[config.mk]
export PLATFORM = sky130hd
export DESIGN_NAME = scl_timing_gen
export DESIGN_NICKNAME = d
export VERILOG_FILES = /design/src/rtl/scl_timing_gen.sv
export SDC_FILE = /design/constraint.sdc
export NUM_CORES = 1
export LEC_CHECK = 0
export BUFFER_PORTS_ARGS = -buffer_cell sky130_fd_sc_hd__buf_4
export CAP_MARGIN = 20
export CORE_UTILIZATION = 25
export CTS_BUF_LIST = sky130_fd_sc_hd__clkbuf_2
export DETAILED_ROUTE_END_ITERATION = 10
export GPL_TIMING_DRIVEN = 0
export HOLD_SLACK_MARGIN = 0.12
export PLACE_DENSITY = 0.52
export SKIP_CTS_REPAIR_TIMING = 1
export SLEW_MARGIN = 20
export SYNTH_ARGS = -nofsm -noshare
export SYNTH_HDL_FRONTEND = slang
export SYNTH_SLANG_ARGS = --single-unit
[constraint.sdc]
create_clock -name clk -period 6.2 [get_ports clk]
set_clock_uncertainty 0.2 [all_clocks]
set_input_delay 0.93 -clock clk [delete_from_list [all_inputs] [get_ports clk]]
set_output_delay 0.93 -clock clk [all_outputs]
set_load 0.005 [all_outputs]
[src/rtl/scl_timing_gen.sv]
module scl_timing_gen #(
  parameter int DIV_LO_W = 5,
  parameter int DIV_HI_W = 6,
  parameter int RATE_W   = 5
) (
  input  logic                         clk,
  input  logic                         rst_n,
  input  logic [DIV_LO_W+1:0]          clk_ctl_i,
  input  logic [DIV_HI_W-1:0]          div_ext_i,
  input  logic [RATE_W-1:0]            clk_rate_i,
  input  logic                         bit_go_i,
  input  logic                         scl_i,
  output logic                         scl_pull_o,
  output logic                         sda_tick_o,
  output logic                         smp_tick_o,
  output logic                         bit_end_o,
  output logic [DIV_LO_W+DIV_HI_W:0]   low_cycles_o,
  output logic [DIV_LO_W+DIV_HI_W:0]   high_cycles_o
);
  localparam int DIV_W    = DIV_LO_W + DIV_HI_W;
  localparam int CNT_W    = DIV_W + 1;
  localparam int EN_BIT   = DIV_LO_W;
  localparam int FAST_BIT = DIV_LO_W + 1;

  typedef enum logic [1:0] {S_IDLE, S_LOW, S_HIGH} st_t;

  st_t              st;
  logic [CNT_W-1:0] cnt;
  logic             pend;

  wire [DIV_W-1:0] div  = {div_ext_i, clk_ctl_i[DIV_LO_W-1:0]};
  wire             en   = clk_ctl_i[EN_BIT];
  wire             fast = clk_ctl_i[FAST_BIT];

  wire [CNT_W-1:0] low_len  = CNT_W'(div) + CNT_W'(2);
  wire [CNT_W-1:0] fast_hi  = ((CNT_W'(div) + CNT_W'(1)) >> 1) + CNT_W'(1);
  wire [CNT_W-1:0] high_len = fast ? fast_hi : low_len;

  wire [CNT_W-1:0] half_low = low_len >> 1;
  wire [CNT_W-1:0] rate_w   = CNT_W'(clk_rate_i);
  wire [CNT_W-1:0] sda_want = (rate_w > half_low) ? rate_w : half_low;
  wire [CNT_W-1:0] sda_pos  = (sda_want > low_len - CNT_W'(1)) ? low_len - CNT_W'(1) : sda_want;
  wire [CNT_W-1:0] smp_pos  = high_len >> 1;

  wire low_last  = cnt >= low_len - CNT_W'(1);
  wire high_last = cnt >= high_len - CNT_W'(1);
  wire want      = bit_go_i | pend;

  assign low_cycles_o  = low_len;
  assign high_cycles_o = high_len;
  assign scl_pull_o    = (st == S_LOW);
  assign sda_tick_o    = (st == S_LOW) && (cnt == sda_pos);
  assign smp_tick_o    = (st == S_HIGH) && scl_i && (cnt == smp_pos);
  assign bit_end_o     = (st == S_HIGH) && scl_i && high_last;

  wire launch = en && want && ((st == S_IDLE) || bit_end_o);

  always_ff @(posedge clk or negedge rst_n) begin
    if (!rst_n) begin
      st   <= S_IDLE;
      cnt  <= '0;
      pend <= 1'b0;
    end else if (!en) begin
      st   <= S_IDLE;
      cnt  <= '0;
      pend <= 1'b0;
    end else begin
      pend <= want && !launch;
      case (st)
        S_IDLE: begin
          cnt <= '0;
          if (launch) st <= S_LOW;
        end
        S_LOW: begin
          if (low_last) begin
            st  <= S_HIGH;
            cnt <= '0;
          end else begin
            cnt <= cnt + CNT_W'(1);
          end
        end
        S_HIGH: begin
          if (scl_i) begin
            if (high_last) begin
              st  <= launch ? S_LOW : S_IDLE;
              cnt <= '0;
            end else begin
              cnt <= cnt + CNT_W'(1);
            end
          end
        end
        default: begin
          st  <= S_IDLE;
          cnt <= '0;
        end
      endcase
    end
  end
endmodule

==> metrics.txt <==
status finished with violations; violations in the final reports setup timing; routability cong. 0.858; fin nets 611; Die H 121 microns; DP Wirelength 8800 microns; Worst-path clk slew 170 ps; largest net degree at the start of global routing 16; Mapped Cells 466; Die W 121 microns; # rows 43; CTS root buffer clkbuf_2; gr usage total 0.144; initial antenna violation count 0; XOR/XNOR share of the synthesized area 0.156; slew margin rel. 0.500; Antenna Nets Post-Route 0; Ys Warns 0; unrepaired setup endpoints after global routing true; HP Class input pin to asynchronous set/reset pin; drt pass-1 iters 4; final hold violation count 0; Antenna diodes 0; WP data arrival 5250 ps; final setup fails 1; CP startpoint kind input pin; via count 3537; min Tclk post-route 6380 ps; Worst EP required 5070 ps; EDFF count, synth 0; largest family of logic cells by synthesized area simple AND/OR/NAND/NOR gates; Vias per Instance 4.93; peak supply drop 0.0483 mV; Setup WS pre-CTS -1060 ps; LEAKAGE 2.11 nW; Post-Syn Area 0.00354 sq mm; R2R Path Start cnt[0]; Final Cycle Share 1.03; leading area contributor after synthesis ha_1; Remaining DRCs 0; sequential fraction of the synthesis area 0.106; Power Density 117 mW/mm^2; Reg2Reg Depth 15; Setup crit end kind primary output; flop2flop setup slack 2810 ps; Fmax achieved 157 MHz; RR Endpoint cnt[10]; clock buffer depth 2; Avg Inst Size Synth 7.60 sq um; worst-margin pin slew 750 ps; Distinct cells, synth 69; post-synthesis register bit count 15; htree depth 1; DRT iter0 DRCs 165; Synth Area in Compound Gates 0.188; num ports 50; Clock Sinks 15; global-route wire length before repair 17000 microns; Synth Area in Adders 0.180; Synth async-reset ratio 1.00; top_reg_cell synth dfrtp_1; hold slack 235 ps; vias in the first global route 3329; Final Max Tran Viols 0; Routed Wire Length 11100 microns; CTS Buf Count 3; Synth Area in Simple Gates 0.269; maximum capacitance violations 0; Port Buffers 43; share of cells above drive strength 1 0.251; total congestion overflow 0; syn nets 539; Clk Latency, worst-skew pair 310 ps; Starting Density 0.256; synth top area cells ha_1 18%, dfrtp_1 11%, xnor2_1 10%; die area 0.0147 sq mm; core area 0.0138 sq mm; DR WL/cell 15.5 microns; largest fanout on the critical path 8; CTS tree done; Synth top area share 0.180; area grow syn2layout 30.0%; critical path class input pin to primary output; mux contribution to synthesized area 0.0328; PnR worst setup slack -176 ps
## worst max-delay path, stage by stage
cell and delay, ps:
buf_12 100, ha_4 150, buf_8 130, and2_4 160, nand2_4 60, xnor2_4 220
inv_2 80, ha_4 270, and3_4 180, o21ai_2 50, nand3_1 60, nand4_1 110
buf_6 160, mux2_4 320, ha_4 220, nor2b_1 120, o21a_1 160, o21ai_1 140
a21oi_1 100, o211ai_2 300, buf_6 180, mux2i_2 230, xor2_1 180, nand4_1 150
nor4b_4 330, buf_4 160
## flip-flops by register name, indices dropped and copies added (netlist names)
register,flops
cnt,12
pend,1
st,2
## metrics by stage
step	cells	TNS (ps)	util	power, mW	area, sq um
after floorplan	466	0	-	0.331	3540
after global placement	689	-5310	0.296	0.428	4090
after detailed placement	689	-6060	0.296	0.434	4090
after CTS	693	-2640	0.297	0.486	4110
after global routing	717	-375	0.333	0.583	4610
final	717	-176	0.333	0.538	4610
## cell type report
cell class	count	area (sq um)
multi-input cells	397	3190
inverters	31	120
clock buffers	3	15.0
clock inverters	1	5.00
fillers	1446	9220
repair buffers	67	537
plain buffers	23	138
flip-flops and latches	15	375
well taps	180	225
## metal layers
metal  part of all wire  up-vias  global-route usage
met5                  0        -                   0
met4             0.0048        0              0.0116
met3              0.028        6              0.0188
met2               0.47       45               0.251
met1               0.50     1681               0.195
li1                   -     1805                   -
## how the worst max path moves through the flow
stage                       from  cells past startpoint    endpoint  slack [ps]
CTS                 clk_ctl_i[1]                     26  sda_tick_o       -1090
global placement    clk_ctl_i[1]                     26  sda_tick_o       -1100
detailed placement  clk_ctl_i[1]                     26  sda_tick_o       -1060
global route        clk_ctl_i[2]                     30  sda_tick_o        -370
floorplan           clk_ctl_i[1]                     23  sda_tick_o          40
finish              clk_ctl_i[2]                     26  sda_tick_o        -180
## where the power goes
part / internal, mW / leakage [nW] / switching (mW)
registers: 0.105 / 0.208 / 0.00791
clock network: 0.0146 / 0.0164 / 0.0358
logic: 0.167 / 1.88 / 0.207
## cell usage in the layout, fill, tap and decap left out, types with 4 or more instances in the layout
cell type	Yosys	routed
o21ai_0	16	12
and3_1	10	9
ha_4	0	4
clkbuf_2	0	4
xor2_1	22	21
nand3_1	23	23
a21oi_1	22	19
buf_2	6	5
o21ai_1	9	9
nor3_1	9	7
o21ai_2	0	4
nor2_1	33	32
inv_1	31	28
clkbuf_1	10	9
dfrtp_1	15	15
nor2b_1	8	8
ha_1	51	46
nor3b_1	7	7
xnor2_1	41	39
nand4_1	11	11
buf_4	4	66
a211o_1	5	5
buf_6	2	5
nand2_1	36	35
a21o_1	14	14
nand2b_1	10	9
## cell usage after synthesis (9+ instances only)
cell / count
nand3_1: 23
xor2_1: 22
inv_1: 31
o21ai_1: 9
a21o_1: 14
dfrtp_1: 15
nor2_1: 33
nand2_1: 36
and3_1: 10
nor3_1: 9
a21oi_1: 22
nand2b_1: 10
ha_1: 51
xnor2_1: 41
nand4_1: 11
clkbuf_1: 10
o21ai_0: 16
## cells by family after synthesis
kind of cell | count (synthesis)
fa+ha+maj | 51
compound gates | 98
xor+xnor | 63
buf+inv | 54
flops | 15
simple gates | 174
mux | 11
(Power assumes the default switching activity.)
